**src/rtl/ps_cfg_pkg.sv**
```systemverilog
package ps_cfg_pkg;
  typedef enum logic [2:0] {
    ST_IDLE,
    ST_HOLD,
    ST_SETTLE,
    ST_LOAD,
    ST_TAIL,
    ST_CHECK
  } ps_state_e;
endpackage

```
**src/rtl/ps_sclk_gen.sv**
```systemverilog
module ps_sclk_gen #(
  parameter int DIV_W = 8
) (
  input  logic             clk_i,
  input  logic             rst_ni,
  input  logic             en_i,
  input  logic [DIV_W-1:0] div_i,
  output logic             sclk_o,
  output logic             cyc_end_o
);
  logic [DIV_W-1:0] cnt_q, lim;
  logic             lvl_q;

  assign lim = (div_i == '0) ? '0 : div_i - 1'b1;

  always_ff @(posedge clk_i or negedge rst_ni) begin
    if (!rst_ni) begin
      cnt_q <= '0;
      lvl_q <= 1'b0;
    end else if (!en_i) begin
      cnt_q <= '0;
      lvl_q <= 1'b0;
    end else if (cnt_q == lim) begin
      cnt_q <= '0;
      lvl_q <= ~lvl_q;
    end else begin
      cnt_q <= cnt_q + 1'b1;
    end
  end

  assign sclk_o    = lvl_q;
  // last cycle of the high phase closes one serial period
  assign cyc_end_o = en_i && lvl_q && (cnt_q == lim);
endmodule

```
**src/rtl/ps_shift_reg.sv**
```systemverilog
module ps_shift_reg #(
  parameter int BYTE_W = 8
) (
  input  logic              clk_i,
  input  logic              rst_ni,
  input  logic              load_i,
  input  logic [BYTE_W-1:0] byte_i,
  input  logic              shift_i,
  output logic              full_o,
  output logic              bit_o,
  output logic              byte_done_o
);
  localparam int IDX_W = (BYTE_W > 1) ? $clog2(BYTE_W) : 1;
  localparam logic [IDX_W-1:0] LAST_IDX = IDX_W'(BYTE_W - 1);

  logic [BYTE_W-1:0] sr_q;
  logic [IDX_W-1:0]  idx_q;
  logic              full_q;

  always_ff @(posedge clk_i or negedge rst_ni) begin
    if (!rst_ni) begin
      sr_q   <= '0;
      idx_q  <= '0;
      full_q <= 1'b0;
    end else if (load_i) begin
      sr_q   <= byte_i;
      idx_q  <= '0;
      full_q <= 1'b1;
    end else if (shift_i && full_q) begin
      sr_q  <= sr_q >> 1;
      idx_q <= idx_q + 1'b1;
      if (idx_q == LAST_IDX) full_q <= 1'b0;
    end
  end

  assign full_o      = full_q;
  assign bit_o       = sr_q[0];
  assign byte_done_o = shift_i && full_q && (idx_q == LAST_IDX);
endmodule

```
**src/rtl/ps_progress.sv**
```systemverilog
module ps_progress #(
  parameter int LEN_W    = 16,
  parameter int PROG_DIV = 40
) (
  input  logic             clk_i,
  input  logic             rst_ni,
  input  logic             arm_i,
  input  logic [LEN_W-1:0] len_i,
  input  logic             byte_i,
  output logic             chk_o,
  output logic             last_o
);
  logic [LEN_W-1:0] step_q, sub_q, sent_q, len_q, step_d;

  assign step_d = len_i / LEN_W'(PROG_DIV);

  always_ff @(posedge clk_i or negedge rst_ni) begin
    if (!rst_ni) begin
      step_q <= LEN_W'(1);
      sub_q  <= '0;
      sent_q <= '0;
      len_q  <= '0;
    end else if (arm_i) begin
      step_q <= (step_d == '0) ? LEN_W'(1) : step_d;
      sub_q  <= '0;
      sent_q <= '0;
      len_q  <= len_i;
    end else if (byte_i) begin
      sub_q  <= chk_o ? '0 : sub_q + 1'b1;
      sent_q <= sent_q + 1'b1;
    end
  end

  assign chk_o  = (sub_q + 1'b1) == step_q;
  assign last_o = (sent_q + 1'b1) == len_q;
endmodule

```
**src/rtl/ps_cfg_master.sv**
```systemverilog
module ps_cfg_master
  import ps_cfg_pkg::*;
#(
  parameter int BYTE_W   = 8,
  parameter int LEN_W    = 16,
  parameter int CNT_W    = 16,
  parameter int DIV_W    = 8,
  parameter int PROG_DIV = 40
) (
  input  logic              clk_i,
  input  logic              rst_ni,
  input  logic              start_i,
  input  logic [LEN_W-1:0]  len_i,
  input  logic              abort_i,
  input  logic [CNT_W-1:0]  hold_i,
  input  logic [CNT_W-1:0]  settle_i,
  input  logic [DIV_W-1:0]  div_i,
  input  logic [CNT_W-1:0]  tail_i,
  input  logic [CNT_W-1:0]  timeout_i,
  input  logic [BYTE_W-1:0] data_i,
  input  logic              valid_i,
  output logic              ready_o,
  output logic              tgt_cfg_o,
  output logic              sclk_o,
  output logic              sdata_o,
  output logic              chain_en_o,
  output logic              chain_sel_o,
  input  logic              tgt_status_i,
  input  logic              tgt_done_i,
  output logic              busy_o,
  output logic              success_o,
  output logic              fail_o,
  output logic              progress_o
);
  ps_state_e        state_q;
  logic [CNT_W-1:0] cnt_q;
  logic [CNT_W:0]   cnt_inc;
  logic cfg_q, en_q, sel_q, busy_q, ok_q, fail_q, prog_q;
  logic full, sh_bit, byte_done, cyc_end, clk_en, sh_load, chk, last;

  assign cnt_inc = {1'b0, cnt_q} + 1'b1;
  assign sh_load = ready_o && valid_i;
  assign clk_en  = ((state_q == ST_LOAD) && full) ||
                   ((state_q == ST_TAIL) && (cnt_q != tail_i));

  ps_sclk_gen #(.DIV_W(DIV_W)) u_sclk (
    .clk_i, .rst_ni, .en_i(clk_en), .div_i,
    .sclk_o, .cyc_end_o(cyc_end)
  );

  ps_shift_reg #(.BYTE_W(BYTE_W)) u_shift (
    .clk_i, .rst_ni, .load_i(sh_load), .byte_i(data_i),
    .shift_i(cyc_end && (state_q == ST_LOAD)),
    .full_o(full), .bit_o(sh_bit), .byte_done_o(byte_done)
  );

  ps_progress #(.LEN_W(LEN_W), .PROG_DIV(PROG_DIV)) u_prog (
    .clk_i, .rst_ni, .arm_i(start_i && (state_q == ST_IDLE)), .len_i,
    .byte_i(byte_done), .chk_o(chk), .last_o(last)
  );

  always_ff @(posedge clk_i or negedge rst_ni) begin
    if (!rst_ni) begin
      state_q <= ST_IDLE;
      cnt_q   <= '0;
      cfg_q   <= 1'b0;
      en_q    <= 1'b0;
      sel_q   <= 1'b1;
      busy_q  <= 1'b0;
      ok_q    <= 1'b0;
      fail_q  <= 1'b0;
      prog_q  <= 1'b0;
    end else begin
      prog_q <= 1'b0;
      unique case (state_q)
        ST_IDLE: if (start_i) begin
          state_q <= ST_HOLD;
          cnt_q   <= '0;
          cfg_q   <= 1'b0;
          en_q    <= 1'b1;
          sel_q   <= 1'b0;
          busy_q  <= 1'b1;
          ok_q    <= 1'b0;
          fail_q  <= 1'b0;
        end
        ST_HOLD: if (cnt_inc >= {1'b0, hold_i}) begin
          cfg_q   <= 1'b1;
          cnt_q   <= '0;
          state_q <= ST_SETTLE;
        end else cnt_q <= cnt_inc[CNT_W-1:0];
        ST_SETTLE: if (cnt_inc >= {1'b0, settle_i}) begin
          cnt_q   <= '0;
          state_q <= (len_i == '0) ? ST_TAIL : ST_LOAD;
        end else cnt_q <= cnt_inc[CNT_W-1:0];
        ST_LOAD: if (byte_done) begin
          prog_q <= chk;
          if (chk && abort_i) begin
            state_q <= ST_IDLE;
            busy_q  <= 1'b0;
            sel_q   <= 1'b1;
            fail_q  <= 1'b1;
          end else if (last) begin
            state_q <= ST_TAIL;
            cnt_q   <= '0;
          end
        end
        ST_TAIL: if (cnt_q == tail_i) begin
          state_q <= ST_CHECK;
          cnt_q   <= '0;
        end else if (cyc_end) cnt_q <= cnt_inc[CNT_W-1:0];
        ST_CHECK: if (!tgt_done_i && !tgt_status_i) begin
          state_q <= ST_IDLE;
          busy_q  <= 1'b0;
          sel_q   <= 1'b1;
          ok_q    <= 1'b1;
        end else if (cnt_q == timeout_i) begin
          state_q <= ST_IDLE;
          busy_q  <= 1'b0;
          sel_q   <= 1'b1;
          fail_q  <= 1'b1;
        end else cnt_q <= cnt_inc[CNT_W-1:0];
        default: state_q <= ST_IDLE;
      endcase
    end
  end

  assign ready_o     = (state_q == ST_LOAD) && !full;
  assign sdata_o     = (state_q == ST_LOAD) && full && sh_bit;
  assign tgt_cfg_o   = cfg_q;
  assign chain_en_o  = en_q;
  assign chain_sel_o = sel_q;
  assign busy_o      = busy_q;
  assign success_o   = ok_q;
  assign fail_o      = fail_q;
  assign progress_o  = prog_q;
endmodule

```
**config.mk**
```make
export PLATFORM = sky130hd
export DESIGN_NAME = ps_cfg_master
export DESIGN_NICKNAME = d
export VERILOG_FILES = /design/src/rtl/ps_cfg_pkg.sv /design/src/rtl/ps_sclk_gen.sv /design/src/rtl/ps_shift_reg.sv /design/src/rtl/ps_progress.sv /design/src/rtl/ps_cfg_master.sv
export SDC_FILE = /design/constraint.sdc
export NUM_CORES = 1
export LEC_CHECK = 0
export ABC_AREA = 1
export ABC_CLOCK_PERIOD_IN_PS = 11300
export BUFFER_PORTS_ARGS = -buffer_cell sky130_fd_sc_hd__buf_2
export CORE_ASPECT_RATIO = 1.4
export CORE_MARGIN = 3
export CORE_UTILIZATION = 45
export CTS_BUF_LIST = sky130_fd_sc_hd__clkbuf_8
export CTS_CLUSTER_SIZE = 8
export DETAILED_ROUTE_END_ITERATION = 8
export HOLD_SLACK_MARGIN = 0.03
export PLACE_DENSITY = 0.61
export SYNTH_ARGS = -nofsm -noshare
export SYNTH_HDL_FRONTEND = slang
export SYNTH_SLANG_ARGS = --single-unit
```
**constraint.sdc**
```tcl
create_clock -name clk_i -period 11.3 [get_ports clk_i]
set_clock_uncertainty 0.15 [all_clocks]
set_input_delay 1.13 -clock clk_i [delete_from_list [all_inputs] [get_ports clk_i]]
set_output_delay 1.13 -clock clk_i [all_outputs]
set_load 0.05 [all_outputs]
```
==> results.md, run 1 <==
* Largest stage delay, worst path at roughly 0.61 ns
* Ys flop type: dfrtp_1
* Xor-xnor portion of the synthesized cell area at 8.46%
* Worst-Margin Slew at between 1 and 1.5 ns
* Finished Cell Area at 8890 um2
* Finished Core Util at a little over half
* Die area at roughly 19,000 um2
* Fin cells at about 1,400
* Post-Synthesis Net Count at ~1,200
* First-pass GRT wire length at 32,700 um
* Number of DRC markers in iteration 0 at 329
* Worst-Skew Late Latency at 0.38 ns
* Main combinational cell family by area after synthesis: simple AND/OR/NAND/NOR gates
* Clk buf depth at 2
* Crit end category: flip-flop
* Total Routing Usage GR at between 20% and 30%
* Internal power at roughly 0.0008 W
* Core Rows at between 50 and 60
* ANT nets after route at 0
* Status: finished clean
* Post-synth cell types at 46
* Beginning of the worst hold path: chain_en_o
* Fraction of registers with async set/reset at between 90% and 100%
* Post-Place Cells at between 1,000 and 1,500
* CTS Sinks at ~110
* Switching share of total power at between 40 and 50%
* Starting density of the core at approximately 46%
* CTS tree: done
* Combinational Power Share at roughly 45%
* Final Setup Violations at 0
* Count leader, synth: nand2_1
* Area grow syn2layout at 13.0%
* Fraction of layout cells with a size suffix above 1 at between 10% and 20%
* RSZ-0062 raised after global routing: no
* Pwr Density at 154 nW/um2
* Slew headroom at a little under a fifth
* Post-route DRC at 0
* Clock slew at reported path FFs at ~0.11 ns
* Synth Area in Compound Gates at between 10% and 20%
* Core area at 17,000 um2
* DP Area at ~8700 um2
* Leakage at approximately 4.5 nW
* FILL cells at ~1,800
* Crit-path max FO at 22
* CP Data Required Time at around 11 ns
* Setup_tns at 0 ns
* # IOs at ~110
* Most frequent cells after synthesis: nand2_1, inv_1, dfrtp_1
* Final Hold Vio Count at 0
* Synthesized area per cell at 7.23 um2
* Post-CTS Hold Buffers at 0
* CP max stage cell: nand2_1
* # H-tree levels at 3
* WHS at between 0.3 and 0.4 ns
* Syn Inst Count at between 1,000 and 1,500
* Synth warn at 0
* R2r startpoint: cnt_q[0]
* Post-CTS Repair Setup Buffers at 0
* Cts bufs inserted at 9
* Max Clk Rate at between 150 and 200 MHz
* Max-cap viol count at 0
* Post-synth EDFFs at 0
* Largest cells by area after synthesis: dfrtp_1, nand2_1, inv_1
* CTS root buffer: clkbuf_8
* Sw Pwr at ~0.00059 W
* N_diodes at 0
* Final period util at between 50 and 60%
* # resized after CTS at 0
* Final HPWL from detailed placement at 15,800 um
* Overall routed net length at just under 20,000 um
* Reg power frac at 36.7%
* Die Span X at roughly 120 um
* Vias in the first global route at around 7,000
* CP dominant cell by count: inv_1
* Vias at about 7,200
* Synth area leader: dfrtp_1
* Initial antenna violation count at 0
* Gpl congestion at about 0.86
* Avg WL per Cell at ~13 um
* Crit Path Class: primary input to flip-flop
* Multiplexer share of the synthesized area at 0%
* Final net count at 1,340
* Grt ovf at 0
* #FFs+latches synth at 106
* Synth Area in Simple Gates at between 20% and 30%
* Critical Path Source: div_i[0]
* Cell Chain, Critical Path: buf_2 > inv_1 > ha_1 > nand2_1 > nor2_1 > inv_1 > nor2_1 > nand2_1 > a21o_1 > a2111oi_0 > nand3_1 > nor2_1 > inv_1 > nor2_1 > nand2_1 > inv_1 > o32ai_1 > a211oi_1 > nand2_1 > inv_1 > o311ai_1 > o21ai_0
* Startpoint types: primary input
* Peak VDD IR at roughly 100 uV
* Mapped Area at 7870 um2
* Tmin final at 6.22 ns
* # port buffers at 112
* Critical Path AT at approximately 6.4 ns
* HP Class: flip-flop to flip-flop
* Slew Viols, Final at 0
* Post-synth top area share at 33.1%
* Seq/Total Area, Yosys at 33.7%
* Post-Synth Adder-Cell Area at 6.20%
* Largest net degree at the start of global routing at 58
* Clk pwr share at about 18%
* Vias per cell at roughly 5
* Die height at around 160 um
* 1st-pass router iterations at 5
-- layout by cell type (no fill, tap or decap), types with 2 or more instances in the layout --
cell type and count:
o31ai_1 2, xnor2_1 30, nor3b_1 2, buf_4 3, nand2_1 228, a221oi_1 2, dfrtp_1 104, nor3_1 25
a2111oi_0 3, buf_2 111, nor4_1 18, clkinv_1 3, o21ai_0 64, a22o_1 5, nand2_4 13, clkbuf_8 9
inv_1 185, nand4_1 15, nand3_2 9, or2_2 9, o211ai_1 5, dfstp_2 2, a21oi_1 24, ha_1 39
inv_2 9, nand2_2 13, xor2_1 46, bufinv_16 2, o22ai_1 33, a22oi_1 2, a21oi_4 2, clkinvlp_4 2
o21bai_1 4, nand3_1 70, a21o_1 2, nor2_1 94
-- final timing paths --
check,endpoint,slack [ns],depth (start not counted)
min in group asynchronous,cnt_q[11],0.63,1
max,cnt_q[0],5.08,22
max reg2reg,cnt_q[0],5.95,25
min reg2reg,chain_en_o,0.34,1
min,chain_en_o,0.34,1
max in group asynchronous,state_q[0],9.19,2
-- registers in the layout, indices dropped and copies added, names as in the netlist --
register,cells
success_o,1
cnt_q,16
u_sclk.sclk_o,1
chain_en_o,1
u_prog.len_q,16
state_q,3
u_shift.sr_q,8
u_shift.full_o,1
u_prog.sent_q,16
busy_o,1
chain_sel_o,1
tgt_cfg_o,1
u_prog.sub_q,16
progress_o,1
u_prog.step_q,11
fail_o,1
u_sclk.cnt_q,8
u_shift.idx_q,3
-- critical path: cells and delay by family --
kind,cells,cell delay (ns)
adder cells (fa/ha/maj),1,0.21
AO/OA/AOI/OAI,6,1.70
AND/OR/NAND/NOR,9,2.11
buffers and inverters,6,1.18
-- through the flow --
step | setup WS [ns] | power, W
global placement | 4.76 | 0.00113
global route | 4.20 | 0.00149
CTS | 5.01 | 0.00139
floorplan | 6.79 | 0.000976
detailed placement | 4.64 | 0.00113
finish | 5.08 | 0.00137
-- logic make-up (layout without fill, tap and decap cells) --
kind of cell,count (synthesis),after routing
and+or+nand+nor,501,501
buffers and inverters,211,325
AOI/OAI and AO/OA,156,156
DFF,106,106
xor gates and xnor gates,76,76
adders and majority gates,39,39
-- final cells by class --
cell class | instances | area (um2) | area share, %
well taps | 232 | 290 | 3.27
flip-flops and latches | 106 | 2660 | 29.9
inverters | 195 | 732 | 8.23
clock buffers | 9 | 124 | 1.39
clock inverters | 7 | 87.6 | 0.985
multi-input cells | 772 | 4420 | 49.7
repair buffers | 114 | 578 | 6.50
-- power by group through the flow --
stage	logic, W	clock network, W	registers (W)
CTS	0.000626	0.000257	0.000504
global route	0.000704	0.000274	0.000512
floorplan	0.000451	0	0.000525
global placement	0.000617	0	0.000510
detailed placement	0.000623	0	0.000511
finish	0.000618	0.000250	0.000503
-- routing by layer --
metal,part of all wire [%],vias up,global-route usage [%],routed length (um)
met5,0,-,0,0
met4,1.9,0,6.03,376
met3,2.9,26,2.29,562
met2,51,138,38.3,9940
met1,44,3263,25.0,8440
li1,-,3749,-,-
(Power assumes the default switching activity.)
==> run 2, diff against run 1 <==
--- a/config.mk
+++ b/config.mk
@@ -6,7 +6,7 @@
 export NUM_CORES = 1
 export LEC_CHECK = 0
 export ABC_AREA = 1
-export ABC_CLOCK_PERIOD_IN_PS = 11300
+export ABC_CLOCK_PERIOD_IN_PS = 5000
 export BUFFER_PORTS_ARGS = -buffer_cell sky130_fd_sc_hd__buf_2
 export CORE_ASPECT_RATIO = 1.4
 export CORE_MARGIN = 3
@@ -15,7 +15,7 @@
 export CTS_CLUSTER_SIZE = 8
 export DETAILED_ROUTE_END_ITERATION = 8
 export HOLD_SLACK_MARGIN = 0.03
-export PLACE_DENSITY = 0.61
+export PLACE_DENSITY = 0.64
 export SYNTH_ARGS = -nofsm -noshare
 export SYNTH_HDL_FRONTEND = slang
 export SYNTH_SLANG_ARGS = --single-unit
==> constraint.sdc (replaced) <==
create_clock -name clk_i -period 5 [get_ports clk_i]
set_clock_uncertainty 0.15 [all_clocks]
set_input_delay 0.5 -clock clk_i [delete_from_list [all_inputs] [get_ports clk_i]]
set_output_delay 0.5 -clock clk_i [all_outputs]
set_load 0.05 [all_outputs]
==> results.md, run 2 (synthesis gave the netlist of run 1 again) <==
* Setup_tns at 0 ns
* Grt ovf at 0
* Clock slew at reported path FFs at about 0.1 ns
* Avg WL per Cell at ~14 um
* DP Area at 8730 um2
* Overall routed net length at between 15,000 and 20,000 um
* # IOs at between 100 and 150
* First-pass GRT wire length at 33,400 um
* Cts bufs inserted at 9
* Clk buf depth at 2
* Starting density of the core at between 40 and 50%
* Crit Path Class: flip-flop to flip-flop
* Crit-path max FO at 10
* Die area at between 15,000 and 20,000 um2
* Area grow syn2layout at 13.8%
* HP Class: primary input to asynchronous set/reset pin
* Post-CTS Hold Buffers at 0
* CTS root buffer: clkbuf_8
* Critical Path AT at ~4.6 ns
* CP Data Required Time at between 5 and 6 ns
* Final period util at between 80% and 90%
* Buffers and inverters on the worst path at 4
* Core area at about 17,000 um2
* Worst-Margin Slew at approximately 0.87 ns
* Largest stage delay, worst path at around 0.43 ns
* Fraction of layout cells with a size suffix above 1 at 16.4%
* Die height at roughly 160 um
* Finished Cell Area at slightly below 9000 um2
* Post-route DRC at 0
* 1st-pass router iterations at 5
* ANT nets after route at 0
* CTS Sinks at 106
* Most frequent cells in the layout: nand2_1, inv_1, buf_2
* CP dominant cell by count: nor2_1
* Number of DRC markers in iteration 0 at about 360
* Max-cap viol count at 0
* Leakage at around 4.6 nW
* Slew Viols, Final at 0
* Finished Core Util at a little over half
* Die Span X at 118 um
* Vias per cell at a little over 5
* Most common cell after layout, fill and taps aside: nand2_1
* Final Hold Vio Count at 0
* Final Setup Violations at 0
* Status: finished clean
* Post-Place Cells at 1,426
* Worst-Skew Late Latency at roughly 0.4 ns
* CP top delay family: simple AND/OR/NAND/NOR gates
* Post-CTS Repair Setup Buffers at 0
* Startpoint types: flip-flop
* Vias in the first global route at roughly 7,200
* Total Routing Usage GR at 21.0%
* Final HPWL from detailed placement at ~16,000 um
* Largest net degree at the start of global routing at between 60 and 70
* RSZ-0062 raised after global routing: no
* Pwr Density at about 350 nW/um2
* Crit end category: flip-flop
* Tmin final at 4.46 ns
* CTS tree: done
* Gpl congestion at ~0.9
* Final net count at 1,347
* Vias at 7,296
* N_diodes at 0
* Max Clk Rate at approximately 220 MHz
* # port buffers at between 100 and 150
* Slew headroom at 41.8%
* # H-tree levels at 3
* Peak VDD IR at between 200 and 300 uV
* Initial antenna violation count at 0
* CP max stage cell: dfrtp_1
* Fin cells at 1,442
* Core Rows at 56
## run 2: changes by cell type in the layout (fill, tap and decap cells not counted), sizes merged
cell	before	now
inv	194	192
bufinv	2	1
clkbuf	9	11
clkinv	4	5
buf	114	121
## run 2: area by class of cell
type / instances / area [um2]
fillers: 1765 / 8010
multi-input cells: 772 / 4430
flip-flops and latches: 106 / 2660
inverters: 195 / 732
repair buffers: 121 / 631
well taps: 232 / 290
clock buffers: 11 / 151
clock inverters: 5 / 62.6
## run 2: layer usage
layer	global-route usage [%]	part of all wire [%]	vias up
met5	0	0	-
met4	6.93	2.1	0
met3	2.50	3.2	24
met2	39.7	52	143
met1	24.6	43	3364
li1	-	-	3765
## run 2: metrics by stage
| stage | setup slack, ns | power (W) | hold WS [ns] |
|---|---|---|---|
| after floorplan | 0.846 | 0.00221 | 0.0544 |
| after global placement | 0.343 | 0.00259 | 0.300 |
| after detailed placement | 0.307 | 0.00260 | 0.309 |
| after CTS | 0.394 | 0.00317 | 0.0906 |
| after global routing | 0.00655 | 0.00342 | 0.114 |
| final | 0.539 | 0.00315 | 0.0573 |
## run 2: power breakdown
part / leakage (nW) / internal, W / switching [W] / total, W
registers: 1.40 / 0.00101 / 0.000110 / 0.00112
logic: 3.06 / 0.000507 / 0.000947 / 0.00145
clock network: 0.102 / 0.000261 / 0.000307 / 0.000568
total: 4.55 / 0.00178 / 0.00136 / 0.00315
## run 2: worst paths after layout
check                                   to  slack [ns]       start  depth (start not counted)
max                               cnt_q[0]        0.54    cnt_q[1]                         26
min reg2reg                     chain_en_o        0.33  chain_en_o                          1
max reg2reg                       cnt_q[0]        0.54    cnt_q[1]                         26
min in group clk_i         u_prog.len_q[1]        0.17    len_i[1]                          3
min                              cnt_q[11]        0.06      rst_ni                          1
max in group asynchronous      chain_sel_o        3.57      rst_ni                          2
## run 2: timing repair
| action | 4_1_cts | 5_1_grt |
|---|---|---|
| hold endpoints to repair | 0 | 0 |
| endpoints found under the setup margin | 0 | 19 |
| gates resized for setup | 0 | 3 |
==> run 3, diff against run 2 <==
--- a/config.mk
+++ b/config.mk
@@ -6,13 +6,13 @@
 export NUM_CORES = 1
 export LEC_CHECK = 0
 export ABC_AREA = 1
-export ABC_CLOCK_PERIOD_IN_PS = 5000
+export ABC_CLOCK_PERIOD_IN_PS = 3600
 export BUFFER_PORTS_ARGS = -buffer_cell sky130_fd_sc_hd__buf_2
 export CORE_ASPECT_RATIO = 1.4
 export CORE_MARGIN = 3
 export CORE_UTILIZATION = 45
 export CTS_BUF_LIST = sky130_fd_sc_hd__clkbuf_8
-export CTS_CLUSTER_SIZE = 8
+export CTS_CLUSTER_SIZE = 12
 export DETAILED_ROUTE_END_ITERATION = 8
 export HOLD_SLACK_MARGIN = 0.03
 export PLACE_DENSITY = 0.64
==> constraint.sdc (replaced) <==
create_clock -name clk_i -period 3.6 [get_ports clk_i]
set_clock_uncertainty 0.15 [all_clocks]
set_input_delay 0.36 -clock clk_i [delete_from_list [all_inputs] [get_ports clk_i]]
set_output_delay 0.36 -clock clk_i [all_outputs]
set_load 0.05 [all_outputs]
==> results.md, run 3 (synthesis gave the netlist of run 1 again) <==
* DP Area at approximately 9700 um2
* RSZ-0062 raised after global routing: yes
* CTS tree: done
* Final net count at ~1,500
* CP Data Required Time at between 3 and 4 ns
* Avg WL per Cell at 13.9 um
* Status: complete, but fails checks
* Failing checks: setup timing
* Slew headroom at around a third
* Buffers and inverters on the worst path at 8
* Crit Path Class: flip-flop to flip-flop
* Tmin final at 3.97 ns
* Startpoint types: flip-flop
* Final Power at about 0.0051 W
* CP max stage cell: dfrtp_2
* Clock slew at reported path FFs at ~0.10 ns
* Leakage at 5.47 nW
* WHS at approximately 0.057 ns
* Final Setup Violations at 22
* Worst-Skew Late Latency at between 0.3 and 0.4 ns
* Core Rows at 56
* Pwr Density at around 470 nW/um2
* Max Clk Rate at about 250 MHz
* Crit-path max FO at 5
* Vias at 7,962
* Crit end category: flip-flop
* CP dominant cell by count: buf_4
* First-pass GRT wire length at around 35,000 um
* 1st-pass router iterations at 4
* Largest net degree at the start of global routing at 69
* Largest stage delay, worst path at approximately 0.4 ns
* Slew Viols, Final at 0
* # H-tree levels at 3
* Final HPWL from detailed placement at roughly 16,000 um
* Cell Chain, Critical Path: buf_4 > inv_1 > nor3_4 > nand3_2 > nor3_4 > buf_4 > inv_1 > buf_4 > nor2_1 > xor2_1 > buf_4 > ha_1 > nand3_1 > inv_1 > a221oi_1 > o21ai_0 > nand2_1 > nand3_1 > nand4_1 > buf_4 > o311ai_4 > o21ai_1
* Vias in the first global route at just under 8,000
* Post-route DRC at 0
* Most common cell after layout, fill and taps aside: nand2_1
* Cts bufs inserted at 9
* Gpl congestion at between 0.9 and 1
* Die area at about 19,000 um2
* Clk buf depth at 2
* Worst-Margin Slew at 1.00 ns
* Setup_tns at -6.47 ns
* Die height at 162 um
* Post-Place Cells at 1,531
* # port buffers at approximately 110
* Finished Cell Area at 10,800 um2
* Area grow syn2layout at 37.4%
* Critical Path Source: cnt_q[0]
* ANT nets after route at 0
* FILL cells at around 1,600
* Number of DRC markers in iteration 0 at approximately 370
* CP top delay family: simple AND/OR/NAND/NOR gates
* Final period util at 110%
* N_diodes at 0
* Vias per cell at roughly 5.0
* Final Hold Vio Count at 0
* Total Routing Usage GR at between 20 and 25%
* Overall routed net length at about 22,000 um
* Fin cells at 1,595
* Fraction of layout cells with a size suffix above 1 at around 33%
* Peak VDD IR at roughly 430 uV
* Max-cap viol count at 0
* CTS root buffer: clkbuf_8
* Die Span X at ~120 um
* Most frequent cells in the layout: nand2_1, inv_1, buf_4
* Critical Path AT at 4.13 ns
* Core area at between 15,000 and 20,000 um2
* Initial antenna violation count at 0
* Starting density of the core at a little under half
* CTS Sinks at 106
* R2r startpoint: cnt_q[0]
* Worst setup margin at -0.374 ns
* Beginning of the worst hold path: data_i[1]
* Grt ovf at 0
* HP Class: primary input to flip-flop
* # IOs at roughly 110
## run 3: repair_timing
action                                 4_1_cts  5_1_grt
resized for setup                           65       86
pin swaps                                   48       47
endpoints found under the hold margin       67        0
gates cloned                                 1        0
hold buffers                                 2        0
buffers inserted                            29       17
setup endpoints to repair                   22       26
## run 3: area by class of cell
| cell class | instances | area [um2] | area share (%) |
|---|---|---|---|
| Clock buffer | 9 | 124 | 1.15 |
| Clock inverter | 7 | 53.8 | 0.498 |
| Inverter | 195 | 759 | 7.02 |
| Multi-Input combinational cell | 773 | 5070 | 46.9 |
| Sequential cell | 106 | 2660 | 24.6 |
| Tap cell | 232 | 290 | 2.68 |
| Timing Repair Buffer | 273 | 1860 | 17.2 |
## run 3: worst register-to-register path, stage by stage (launching register included)
cell and delay (ns):
dfrtp_2 0.40, buf_4 0.11, inv_1 0.05, nor3_4 0.23, nand3_2 0.14, nor3_4 0.25
buf_4 0.17, inv_1 0.06, buf_4 0.12, nor2_1 0.12, xor2_1 0.34, buf_4 0.20
ha_1 0.22, nand3_1 0.11, inv_1 0.05, a221oi_1 0.25, o21ai_0 0.14, nand2_1 0.07
nand3_1 0.10, nand4_1 0.14, buf_4 0.14, o311ai_4 0.14, o21ai_1 0.20
## run 3: final timing paths
check | slack, ns | cells past startpoint | end
setup / recovery | -0.37 | 22 | cnt_q[0]
hold reg to reg | 0.33 | 1 | u_shift.idx_q[0]
hold / removal | 0.06 | 3 | u_shift.sr_q[1]
max in group asynchronous | 2.04 | 3 | u_prog.step_q[0]
min in group asynchronous | 0.48 | 2 | u_sclk.cnt_q[0]
setup reg to reg | -0.37 | 22 | cnt_q[0]
## run 3: layer usage
| layer | up-vias | share of wire [%] | GRT usage (%) |
|---|---|---|---|
| li1 | 4081 | - | - |
| met1 | 3674 | 40 | 25.1 |
| met2 | 166 | 53 | 42.3 |
| met3 | 41 | 3.5 | 3.37 |
| met4 | 0 | 2.9 | 7.31 |
| met5 | - | 0 | 0 |
## run 3: stage by stage
step / worst slack, ns / util (%)
finish: -0.374 / 63.8
global route: -0.597 / 63.8
CTS: -0.363 / 61.0
detailed placement: -0.602 / 57.0
global placement: -0.477 / 57.0
floorplan: -0.163 / -
## run 3: where the power goes
part           internal, W  switching [W]
combinational      0.00119        0.00167
sequential         0.00141       0.000153
clock             0.000260       0.000446
total              0.00286        0.00227
